[config.mk]
export PLATFORM = sky130hd
export DESIGN_NAME = evt_trig_gate
export DESIGN_NICKNAME = d
export VERILOG_FILES = /design/src/rtl/evt_trig_pkg.sv /design/src/rtl/evt_trig_ctrl.sv /design/src/rtl/evt_trig_dp.sv /design/src/rtl/evt_trig_gate.sv
export SDC_FILE = /design/constraint.sdc
export NUM_CORES = 1
export LEC_CHECK = 0
export BUFFER_PORTS_ARGS = -buffer_cell sky130_fd_sc_hd__buf_2
export CAP_MARGIN = 20
export CORE_AREA = 2 2 87 89
export DETAILED_ROUTE_END_ITERATION = 8
export DIE_AREA = 0 0 89 91
export HOLD_SLACK_MARGIN = 0.1
export PLACE_DENSITY = 0.64
export SETUP_SLACK_MARGIN = 0.5
export SLEW_MARGIN = 25
export SYNTH_ARGS = -nofsm -noshare
export SYNTH_HDL_FRONTEND = slang
export SYNTH_SLANG_ARGS = --single-unit
[constraint.sdc]
create_clock -name clk -period 2 [get_ports clk]
set_input_delay 0 -clock clk [delete_from_list [all_inputs] [get_ports clk]]
set_output_delay 0 -clock clk [all_outputs]
set_load 0.01 [all_outputs]
[src/rtl/evt_trig_pkg.sv]
package evt_trig_pkg;
  typedef struct packed {
    logic storeCode;  // latch a new event code
    logic loadTimer;  // load second counter and clear prescaler
    logic runTimer;   // hold-off in progress
  } trigStrobe_t;
endpackage

[src/rtl/evt_trig_ctrl.sv]
module evt_trig_ctrl
  import evt_trig_pkg::*;
#(
  parameter int ADDR_W = 2
) (
  input  logic              clk,
  input  logic              rstN,
  input  logic              regWe,
  input  logic [ADDR_W-1:0] regAddr,
  input  logic              holdEnable,
  input  logic              timeoutNonZero,
  input  logic              holdDone,
  input  logic              evtReady,
  output logic              evtValid,
  output logic              readyFlag,
  output trigStrobe_t       strb
);
  localparam logic [ADDR_W-1:0] TRIG_ADDR = ADDR_W'(1);

  logic pending;
  logic holdActive;
  logic trigWrite;
  logic accept;
  logic holdStart;

  assign readyFlag = !pending && !holdActive;
  assign trigWrite = regWe && (regAddr == TRIG_ADDR);
  assign accept    = trigWrite && readyFlag;
  assign holdStart = accept && holdEnable && timeoutNonZero;

  always_ff @(posedge clk) begin
    if (!rstN) begin
      pending    <= 1'b0;
      holdActive <= 1'b0;
    end else begin
      if (accept)        pending <= 1'b1;
      else if (evtReady) pending <= 1'b0;

      if (!holdEnable)    holdActive <= 1'b0;
      else if (holdStart) holdActive <= 1'b1;
      else if (holdDone)  holdActive <= 1'b0;
    end
  end

  always_comb begin
    strb.storeCode = accept;
    strb.loadTimer = holdStart;
    strb.runTimer  = holdActive;
  end

  assign evtValid = pending;
endmodule

[src/rtl/evt_trig_dp.sv]
module evt_trig_dp
  import evt_trig_pkg::*;
#(
  parameter int DATA_W        = 8,
  parameter int ADDR_W        = 2,
  parameter int TICKS_PER_SEC = 50_000_000
) (
  input  logic              clk,
  input  logic              rstN,
  input  logic              regWe,
  input  logic [ADDR_W-1:0] regAddr,
  input  logic [DATA_W-1:0] regWdata,
  input  logic              readyFlag,
  input  trigStrobe_t       strb,
  output logic [DATA_W-1:0] regRdata,
  output logic [DATA_W-1:0] evtVector,
  output logic              timeoutNonZero,
  output logic              holdDone
);
  localparam int CODE_W = DATA_W - 1;
  localparam int PRE_W  = (TICKS_PER_SEC > 1) ? $clog2(TICKS_PER_SEC) : 1;
  localparam logic [PRE_W-1:0]  PRE_LAST  = PRE_W'(TICKS_PER_SEC - 1);
  localparam logic [ADDR_W-1:0] TO_ADDR   = ADDR_W'(0);
  localparam logic [ADDR_W-1:0] TRIG_ADDR = ADDR_W'(1);
  localparam logic [DATA_W-1:0] VEC_BASE  = DATA_W'(1) << CODE_W;

  logic [DATA_W-1:0] timeoutReg;
  logic [CODE_W-1:0] codeReg;
  logic [PRE_W-1:0]  preCnt;
  logic [DATA_W-1:0] secLeft;
  logic              secTick;

  assign secTick        = strb.runTimer && (preCnt == PRE_LAST);
  assign holdDone       = secTick && (secLeft == DATA_W'(1));
  assign timeoutNonZero = (timeoutReg != '0);

  always_ff @(posedge clk) begin
    if (!rstN) begin
      timeoutReg <= '0;
      codeReg    <= '0;
      preCnt     <= '0;
      secLeft    <= '0;
    end else begin
      if (regWe && regAddr == TO_ADDR) timeoutReg <= regWdata;
      if (strb.storeCode)              codeReg    <= regWdata[CODE_W-1:0];

      if (strb.loadTimer) begin
        preCnt  <= '0;
        secLeft <= timeoutReg;
      end else if (strb.runTimer) begin
        if (secTick) begin
          preCnt  <= '0;
          secLeft <= secLeft - DATA_W'(1);
        end else begin
          preCnt <= preCnt + PRE_W'(1);
        end
      end
    end
  end

  assign evtVector = VEC_BASE + DATA_W'(codeReg);

  always_comb begin
    if (regAddr == TO_ADDR)        regRdata = timeoutReg;
    else if (regAddr == TRIG_ADDR) regRdata = {readyFlag, codeReg};
    else                           regRdata = '0;
  end
endmodule

[src/rtl/evt_trig_gate.sv]
module evt_trig_gate
  import evt_trig_pkg::*;
#(
  parameter int DATA_W        = 8,
  parameter int ADDR_W        = 2,
  parameter int TICKS_PER_SEC = 50_000_000
) (
  input  logic              clk,
  input  logic              rstN,
  input  logic              regWe,
  input  logic [ADDR_W-1:0] regAddr,
  input  logic [DATA_W-1:0] regWdata,
  output logic [DATA_W-1:0] regRdata,
  input  logic              holdEnable,
  output logic              evtValid,
  output logic [DATA_W-1:0] evtVector,
  input  logic              evtReady
);
  trigStrobe_t strb;
  logic readyFlag;
  logic timeoutNonZero;
  logic holdDone;

  evt_trig_ctrl #(.ADDR_W(ADDR_W)) u_ctrl (
    .clk(clk), .rstN(rstN), .regWe(regWe), .regAddr(regAddr),
    .holdEnable(holdEnable), .timeoutNonZero(timeoutNonZero),
    .holdDone(holdDone), .evtReady(evtReady), .evtValid(evtValid),
    .readyFlag(readyFlag), .strb(strb)
  );

  evt_trig_dp #(.DATA_W(DATA_W), .ADDR_W(ADDR_W), .TICKS_PER_SEC(TICKS_PER_SEC)) u_dp (
    .clk(clk), .rstN(rstN), .regWe(regWe), .regAddr(regAddr),
    .regWdata(regWdata), .readyFlag(readyFlag), .strb(strb),
    .regRdata(regRdata), .evtVector(evtVector),
    .timeoutNonZero(timeoutNonZero), .holdDone(holdDone)
  );
endmodule

# Word level (Yosys, flattened, before mapping)
# Cells that the tools add are included.
dict set report op_classes {
  addsub 3
  eq_ne 3
  muxes 10
  bitwise 1
  n_reduce_logical 19
}
# cell n
set op_table {}
lappend op_table {{$mux 8} 5}
lappend op_table {{$add 26x1->26 const B} 1}
lappend op_table {{$eq 26x26->1 const B} 1}
lappend op_table {{$mux 26} 1}
lappend op_table {{$add 8x7->8 const A} 1}
lappend op_table {{$eq 8x1->1 const B} 1}
lappend op_table {{$logic_and 1x1->1} 8}
lappend op_table {{$reduce_bool 2->1} 4}
lappend op_table {{$reduce_bool 8->1} 1}
lappend op_table {{$sub 8x1->8 const B} 1}
lappend op_table {{$mux 1} 4}
lappend op_table {{$reduce_and 2->1} 2}
lappend op_table {{$eq 2x1->1 const B} 1}
lappend op_table {{$logic_not 1->1} 2}
lappend op_table {{$logic_not 2->1} 1}
lappend op_table {{$reduce_or 2->1} 1}
lappend op_table {{$not 1->1} 1}
dict set report totals {
  register_bits 51
  in_bits 15
  elab_cells 42
}

# Logic depth before layout (Yosys ltp)
# Gate-level depths: netlist of the first run.
dict set report depth {
  word_depth 7
  depth_mapped 7
}

# Modules after synthesis
# From an unflattened synthesis of the first run, not the netlist that was laid out.
dict set report unflattened {
  hier_cells 288
  area_unflattened_um2 2626.3
}
# mod instances cells_each area_per_inst_um2 seq_area_each_um2
set by_module_without_submodules {}
lappend by_module_without_submodules {evt_trig_dp 1 272 2471.1 980.9}
lappend by_module_without_submodules {evt_trig_ctrl 1 16 155.1 40.0}

# Worst setup path after synthesis of the first run
# Ideal clock, no wire load.
dict set report synth_timing {
  kind {register to register}
  startpoint {register u_dp.preCnt[7]}
  endpoint {register u_dp.secLeft[6]}
  setup_ps 74
  arrival_time_ps 1804
  required_ps 1926
  path_slack_ps 122
  stages_incl_launch_ff 7
  n_path_buf 1
  synth_period_minus_slack_ps 1878
  cell_sequence {dfxtp_1 nor4b_4 nand4_2 or3_1 clkbuf_2 or3_1 a31oi_1}
}
dict set report synth_via {
  elab_chain_len 4
}
# item line
set synth_lines {}
lappend synth_lines {{start, declared} evt_trig_dp.sv:29} ;# logic [PRE_W-1:0] preCnt;
lappend synth_lines {{start signal, assigned} evt_trig_dp.sv:55} ;# preCnt <= preCnt + PRE_W'(1);
lappend synth_lines {{$eq 26x26->1} evt_trig_dp.sv:33} ;# assign secTick = strb.runTimer && (preCnt == PRE_LAST);
lappend synth_lines {{$logic_and 1x1->1} evt_trig_dp.sv:33}
lappend synth_lines {{$reduce_bool 2->1 (no source line)} -}
lappend synth_lines {{$reduce_and 2->1 (no source line)} -}
lappend synth_lines {{end signal, assigned} evt_trig_dp.sv:49} ;# secLeft <= timeoutReg;
lappend synth_lines {{end signal, assigned} evt_trig_dp.sv:53} ;# secLeft <= secLeft - DATA_W'(1);
lappend synth_lines {{end, declared} evt_trig_dp.sv:30} ;# logic [DATA_W-1:0] secLeft;
# Every way passes these cells.
# A chain may end at the register's enable or synchronous reset.

# Final worst setup path of the first run
dict set report layout_timing {
  startpoint {register u_dp.preCnt[18]}
  endpoint {register u_dp.secLeft[2]}
}
# Same word-level chain as after synthesis.

==> results.md, run 1 <==
- Antenna-violating nets left: 0
- Antenna violations before repair: 0
- Placed instance count: 412
- Area Overhead vs Synth: 34.0%
- Post-synth top area cell: dfxtp_1
- Clk Latency, worst-skew pair: 0.31 ns
- CTS tree: done
- Buffers added on ports: 30
- Yosys top cell area share: 41.9%
- HPWL after DPL: 3.88 mm
- Hold WS: 0.279 ns
- Critical path, cell by cell: nor4b_4 > nand4_2 > buf_4 > buf_6 > nor4_1 > xnor2_1 > o21ai_0
- Clock skew: 0.00944 ns
- Placed instance area: 0.00281 mm^2
- Worst VDD drop: 0.367 mV
- Setup TNS Final: 0 ns
- Vias per inst: 4.89
- Die X: 89 um
- Minimum clock period: 1.83 ns
- CTS H-Tree Depth: 2
- CTS clk-pin slew, worst paths: 0.09 ns
- Syn_area_per_cell: 8.65 um^2
- Main combinational cell family by area after synthesis: simple AND/OR/NAND/NOR gates
- Crit start category: flop
- Largest net degree at the start of global routing: 19
- Layout cells sized above 1: 30.0%
- Worst slew margin: 65.1%
- Synth Cell Area: 0.00244 mm^2
- Final slew viol count: 0
- Max-cap violations: 0
- Setup WS post-layout: 0.173 ns
- Vias in the first global route: 2080
- Routed wire length per instance: 13.0 um
- Final estimated routing congestion in global placement: 0.824
- Pre-CTS setup slack: 0.106 ns
- Crit end category: flop
- Final hold vios: 0
- Top Ports: 32
- CTS root buffer: clkbuf_8
- Core area: 0.00714 mm^2
- Unrepaired setup endpoints after global routing: yes
- Final period utilization: 91.4%
- Number of flops mapped to enable cells by yosys: 0
- Adder-cell share of the synthesized area: 1.54%
- Ys async rst share: 0%
- Synth Register Bits: 51
- Setup Viol. Count Final: 0
- Syn. warnings: 0
- WL final: 5.72 mm
- Synth Area in XOR/XNOR: 9.70%
- CP max-delay cell: dfxtp_2
- Grt ovf: 0
- Vias: 2145
- Mux contribution to synthesized area: 8.26%
- Slew of the pin with the lowest slew margin: 0.520 ns
- Core Rows: 31
- Fillcell total: 697
- Clock Sinks: 51
- Max Clk Rate: 547 MHz
- Worst hold path type: primary input to flop
- Diodes inserted: 0
- Finished Layout Cells: 439
- CP Data Arrival Time: 2.01 ns
- Post-synthesis compound-gate area fraction: 5.44%
- 1st-pass router iterations: 4
- Finished Cell Area: 0.00327 mm^2
- Die Y-Extent: 91 um
- Post-synth cell types: 40
- Initial Util: 34.2%
- Initial DRC Count: 114
- Synthesized net count: 300
- Final nets: 358
- Static leakage power: 1.27 nW
- Critical path class: flop to flop
- Critical Path RT: 2.18 ns
- First-pass GRT wire length: 9.52 mm
- Total CTS buffers: 5
- DRC violations left: 0
- Post-synth top flop: dfxtp_1
- Simple-gate share of the synthesized area: 29.7%
- Worst-path maximum fanout: 4
- DIE AREA: 0.00810 mm^2
- Clock Path Buffers: 2
- GR Util All Layers: 14.9%
- Area contributors post-synth: dfxtp_1, mux2i_1, xor2_1, nor2_1, nand2_1
- Status: complete, no violations
- Seq/Total Area, Yosys: 41.9%
- PD cells: 585 mW/mm^2
- Crit path largest cell delay: 0.35 ns
- Cells after synthesis: 282
==> cells in the mapped netlist, types with 2 or more instances <==
| master | number |
|---|---|
| dfxtp_1 | 51 |
| o21ai_0 | 4 |
| and3_1 | 4 |
| o22ai_1 | 2 |
| nor4_1 | 7 |
| clkbuf_1 | 5 |
| and4_1 | 5 |
| ha_1 | 3 |
| xor2_1 | 20 |
| nand4_1 | 13 |
| nand3_1 | 12 |
| mux2i_1 | 19 |
| a21oi_1 | 12 |
| o221ai_1 | 2 |
| nand2b_1 | 5 |
| nand2_1 | 28 |
| buf_4 | 2 |
| xnor2_1 | 7 |
| or3_1 | 8 |
| buf_2 | 4 |
| nor2_1 | 46 |
| inv_1 | 5 |
==> repair_timing <==
item | 4_1_cts | 5_1_grt
endpoints found under the setup margin | 42 | 42
endpoints found under the hold margin | 20 | 0
resized for setup | 28 | 7
cloned | 1 | 0
hold buffers | 11 | 0
setup buffers | 6 | 2
pin swaps | 3 | 8
==> layer usage <==
layer  global-route usage (%)  vias up  wire, um
met5                        0        -         0
met4                     4.85        0        87
met3                     3.00        9       175
met2                     25.7       40      2870
met1                     18.3     1004      2580
li1                         -     1092         -
==> flip-flops by register name (all words and copies together), names as in the netlist <==
signal	flops
u_dp.preCnt	26
u_ctrl.evtValid	1
u_dp.codeReg	7
u_dp.secLeft	8
u_ctrl.holdActive	1
u_dp.timeoutReg	8
==> where the power goes <==
group	internal [mW]	switching, mW	leakage, nW	total, mW
combinational	0.0855	0.0856	0.805	0.171
clock	0.366	0.338	0.0502	0.704
sequential	1.03	0.0120	0.420	1.04
==> layout make-up <==
type | count | area (um^2) | area share, %
clock buffer | 5 | 68.8 | 2.11
inverter | 6 | 22.5 | 0.689
clock inverter | 2 | 37.5 | 1.15
timing repair buffer | 63 | 492 | 15.0
tap | 99 | 124 | 3.79
sequential | 51 | 1040 | 31.9
multi-input combinational | 213 | 1480 | 45.3
==> placed cells by master (no fill, tap or decap), types with 3 or more instances in the layout <==
master | synthesis | layout
xnor2_1 | 7 | 7
nand3_1 | 12 | 10
dfxtp_2 | 0 | 14
dfxtp_1 | 51 | 36
buf_2 | 4 | 30
and3_1 | 4 | 4
clkbuf_8 | 0 | 5
or3_1 | 8 | 3
dlygate4sd3_1 | 0 | 11
o21ai_0 | 4 | 4
nor2_1 | 46 | 46
nand2b_1 | 5 | 5
a21oi_1 | 12 | 12
or3_4 | 0 | 5
nor4_1 | 7 | 4
mux2i_1 | 19 | 19
xor2_1 | 20 | 20
nand2_1 | 28 | 25
nand4_1 | 13 | 13
inv_1 | 5 | 3
buf_12 | 0 | 3
buf_4 | 2 | 17
and4_1 | 5 | 3
==> worst paths after layout <==
kind / startpoint / end / slack, ns / cells after the start
hold / removal: regWe / u_ctrl.evtValid / 0.28 / 4
setup / recovery: u_dp.preCnt[18] / u_dp.secLeft[2] / 0.17 / 7
setup reg to reg: u_dp.preCnt[18] / u_dp.secLeft[2] / 0.17 / 7
hold reg to reg: u_dp.codeReg[0] / u_dp.codeReg[0] / 0.48 / 2
==> logic make-up (layout without fill, tap and decap cells) <==
| logic type | count (synthesis) | in the layout |
|---|---|---|
| other | 1 | 1 |
| buffers and inverters | 18 | 76 |
| flip-flops | 51 | 51 |
| multiplexers | 20 | 20 |
| XOR/XNOR | 27 | 27 |
| AO/OA/AOI/OAI | 23 | 23 |
| AND/OR/NAND/NOR | 139 | 139 |
| adder cells (fa/ha/maj) | 3 | 3 |
==> worst max-delay path, delay by kind of cell, from the launching register on <==
| family | cells | cell delay (ns) |
|---|---|---|
| simple gates | 3 | 0.76 |
| flops | 1 | 0.35 |
| buf+inv | 2 | 0.29 |
| xor+xnor | 1 | 0.17 |
| compound gates | 1 | 0.12 |
==> per-stage QoR <==
| step | total power, mW | util, % |
|---|---|---|
| final | 1.91 | 45.8 |
| after global routing | 1.99 | 45.8 |
| after CTS | 1.92 | 45.4 |
| after detailed placement | 1.19 | 39.4 |
| after global placement | 1.19 | 39.4 |
| after floorplan | 1.14 | - |
Note: power is estimated with default switching activity, not from simulation.
==> run 2, diff against run 1 <==
--- a/config.mk
+++ b/config.mk
@@ -7,11 +7,13 @@
 export LEC_CHECK = 0
 export BUFFER_PORTS_ARGS = -buffer_cell sky130_fd_sc_hd__buf_2
 export CAP_MARGIN = 20
-export CORE_AREA = 2 2 87 89
+export CORE_AREA = 2 2 69 71
 export DETAILED_ROUTE_END_ITERATION = 8
-export DIE_AREA = 0 0 89 91
+export DIE_AREA = 0 0 71 73
+export GPL_ROUTABILITY_DRIVEN = 0
 export HOLD_SLACK_MARGIN = 0.1
-export PLACE_DENSITY = 0.64
+export MAX_ROUTING_LAYER = met4
+export PLACE_DENSITY = 0.89
 export SETUP_SLACK_MARGIN = 0.5
 export SLEW_MARGIN = 25
 export SYNTH_ARGS = -nofsm -noshare
==> run 2 against run 1 <==
Register-to-register slack worse by 0.098 ns. Worst setup slack worse by 0.098 ns. Final cell count down 8.9%. First-iteration DRC count up 39%. Non-clock buffer count up 5. Cell area up 7.9%. Clock skew up 0.00082 ns. Clock power up 19%. Wire length up 27%. Via count up 13%. Clock-buffer cell count up 1. Flip-flop and latch count unchanged.
==> results.md, run 2 (same netlist as run 1, synthesis figures left out) <==
- HPWL after DPL: 3.76 mm
- Setup TNS Final: 0 ns
- Crit end category: flop
- Util after Layout: 77.7%
- Area Overhead vs Synth: 44.6%
- CTS clk-pin slew, worst paths: 0.10 ns
- Initial Util: 53.8%
- CTS tree: done
- Finished Cell Area: 0.00353 mm^2
- Reg2Reg Setup Slack: 0.07 ns
- PD cells: 591 mW/mm^2
- CTS H-Tree Depth: 2
- Setup Viol. Count Final: 0
- Worst VDD drop: 0.438 mV
- Crit start category: flop
- CP Data Arrival Time: 2.16 ns
- Clk Latency, worst-skew pair: 0.31 ns
- Clock power share: 40.2%
- WL final: 7.27 mm
- Antenna violations before repair: 0
- Antenna-violating nets left: 0
- Clock skew: 0.0103 ns
- Static leakage power: 1.32 nW
- Sequential share of power: 49.6%
- Worst Hold Launch: regWe
- Hold Crit Depth: 4
- Pint: 1.62 mW
- Top Ports: 32
- Final period utilization: 96.3%
- Vias: 2427
- Worst reg2reg path endpoint: u_dp.secLeft[6]
- Vias in the first global route: 2280
- Layout cells sized above 1: 39.9%
- Critical Path RT: 2.23 ns
- Placed instance area: 0.00273 mm^2
- Slew of the pin with the lowest slew margin: 0.510 ns
- Largest net degree at the start of global routing: 19
- CTS root buffer: clkbuf_8
- Worst reg2reg path depth: 7
- GR Util All Layers: 25.9%
- Worst-path maximum fanout: 3
- Diodes inserted: 0
- Global route hottest layer: met2
- 1st-pass router iterations: 5
- Buffers added on ports: 30
- Final hold vios: 0
- Clock Sinks: 51
- Max-cap violations: 0
- Met3 usage: 5.11%
- Met2 Usage GRT: 45.3%
- Sw Ratio: 22.4%
- Commonest non-fill, non-tap cell in the layout: dfxtp_1
- First-pass GRT wire length: 10.2 mm
- Worst hold path type: primary input to flop
- DRC violations left: 0
- Routed wire length per instance: 18.2 um
- Clock Path Buffers: 2
- Grt ovf: 0
- Minimum clock period: 1.93 ns
- Comb pwr share: 10.2%
- Final slew viol count: 0
- Net Switching: 0.466 mW
- Final nets: 363
- Unrepaired setup endpoints after global routing: yes
- Largest regs: u_dp.preCnt: 26 flops, u_dp.secLeft: 8 flops, u_dp.timeoutReg: 8 flops
- Max Clk Rate: 519 MHz
- Vias per inst: 6.07
- Critical path class: flop to flop
- Global Route met1 Usage: 27.6%
- Launch point of the worst reg-to-reg path: u_dp.secLeft[0]
- Core area: 0.00454 mm^2
- Die X: 71 um
- Hold Path Sink: u_ctrl.evtValid
- Core Rows: 25
- Status: complete, no violations
- Most frequent cells in the layout: dfxtp_1, buf_2, nand2_1, nor2_4, nor2_1
- Total CTS buffers: 5
- DIE AREA: 0.00518 mm^2
- Max FFs per register: 26
- Initial DRC Count: 158
- Die Y-Extent: 73 um
- Largest Register: u_dp.preCnt
- Worst slew margin: 65.8%
[run 2: cell count changes in the layout (fill, tap and decap cells not counted), sizes merged]
cell      delta
clkbuf       +3
clkinvlp     -1
bufinv       +1
bufbuf       -1
buf          +4
[run 2: cell type report]
type                       count  area, um^2
sequential                    51        1050
clock inverter                 2        60.1
timing repair buffer          68         551
multi-input combinational    213        1710
tap                           54        67.6
clock buffer                   6        72.6
fill                         244        1010
inverter                       6        22.5
[run 2: worst max-delay path, cell delays in order, from the launching register on]
cell     delay (ns)
dfxtp_2        0.34
inv_2          0.08
ha_4           0.13
inv_2          0.04
or3_4          0.35
or3_4          0.34
or3_4          0.37
a31oi_1        0.19
[run 2: power groups by stage]
stage	combinational, mW	sequential [mW]	clock [mW]
after CTS	0.161	1.04	0.843
after global routing	0.223	1.04	0.875
after global placement	0.120	1.06	0
final	0.212	1.03	0.838
after floorplan	0.0792	1.06	0
after detailed placement	0.123	1.06	0
[run 2: routing by layer]
| metal | vias to the layer above | part of all wire, % |
|---|---|---|
| met5 | - | 0 |
| met4 | 0 | 4.1 |
| met3 | 33 | 5.5 |
| met2 | 127 | 55 |
| met1 | 1158 | 36 |
| li1 | 1109 | - |
[run 2: worst max path at each step]
| stage | cells past startpoint | slack (ns) | startpoint | end |
|---|---|---|---|---|
| floorplan | 6 | 0.27 | u_dp.preCnt[18] | u_dp.secLeft[6] |
| global placement | 5 | 0.20 | u_dp.preCnt[18] | u_dp.secLeft[6] |
| detailed placement | 5 | 0.08 | u_dp.preCnt[20] | u_dp.secLeft[6] |
| CTS | 7 | 0.21 | u_dp.secLeft[0] | u_dp.secLeft[6] |
| global route | 5 | 0.04 | u_dp.preCnt[25] | u_dp.secLeft[6] |
| finish | 7 | 0.07 | u_dp.secLeft[0] | u_dp.secLeft[6] |
[run 2: stage by stage]
| step | std cells | setup slack, ns | power [mW] | hold WS, ns |
|---|---|---|---|---|
| 2_1_floorplan | 282 | 0.265 | 1.14 | 0.116 |
| 3_3_place_gp | 364 | 0.203 | 1.18 | 0.243 |
| 3_5_place_dp | 364 | 0.0834 | 1.19 | 0.256 |
| 4_1_cts | 393 | 0.212 | 2.04 | 0.339 |
| 5_1_grt | 400 | 0.0407 | 2.13 | 0.341 |
| 6_report | 400 | 0.0745 | 2.09 | 0.310 |
[run 2: timing repair]
action,4_1_cts,5_1_grt
pin swaps,5,28
hold endpoints to repair,20,0
resized for setup,26,69
hold buffers,11,0
setup buffers,9,5
gates cloned,1,2
setup endpoints to repair,42,42
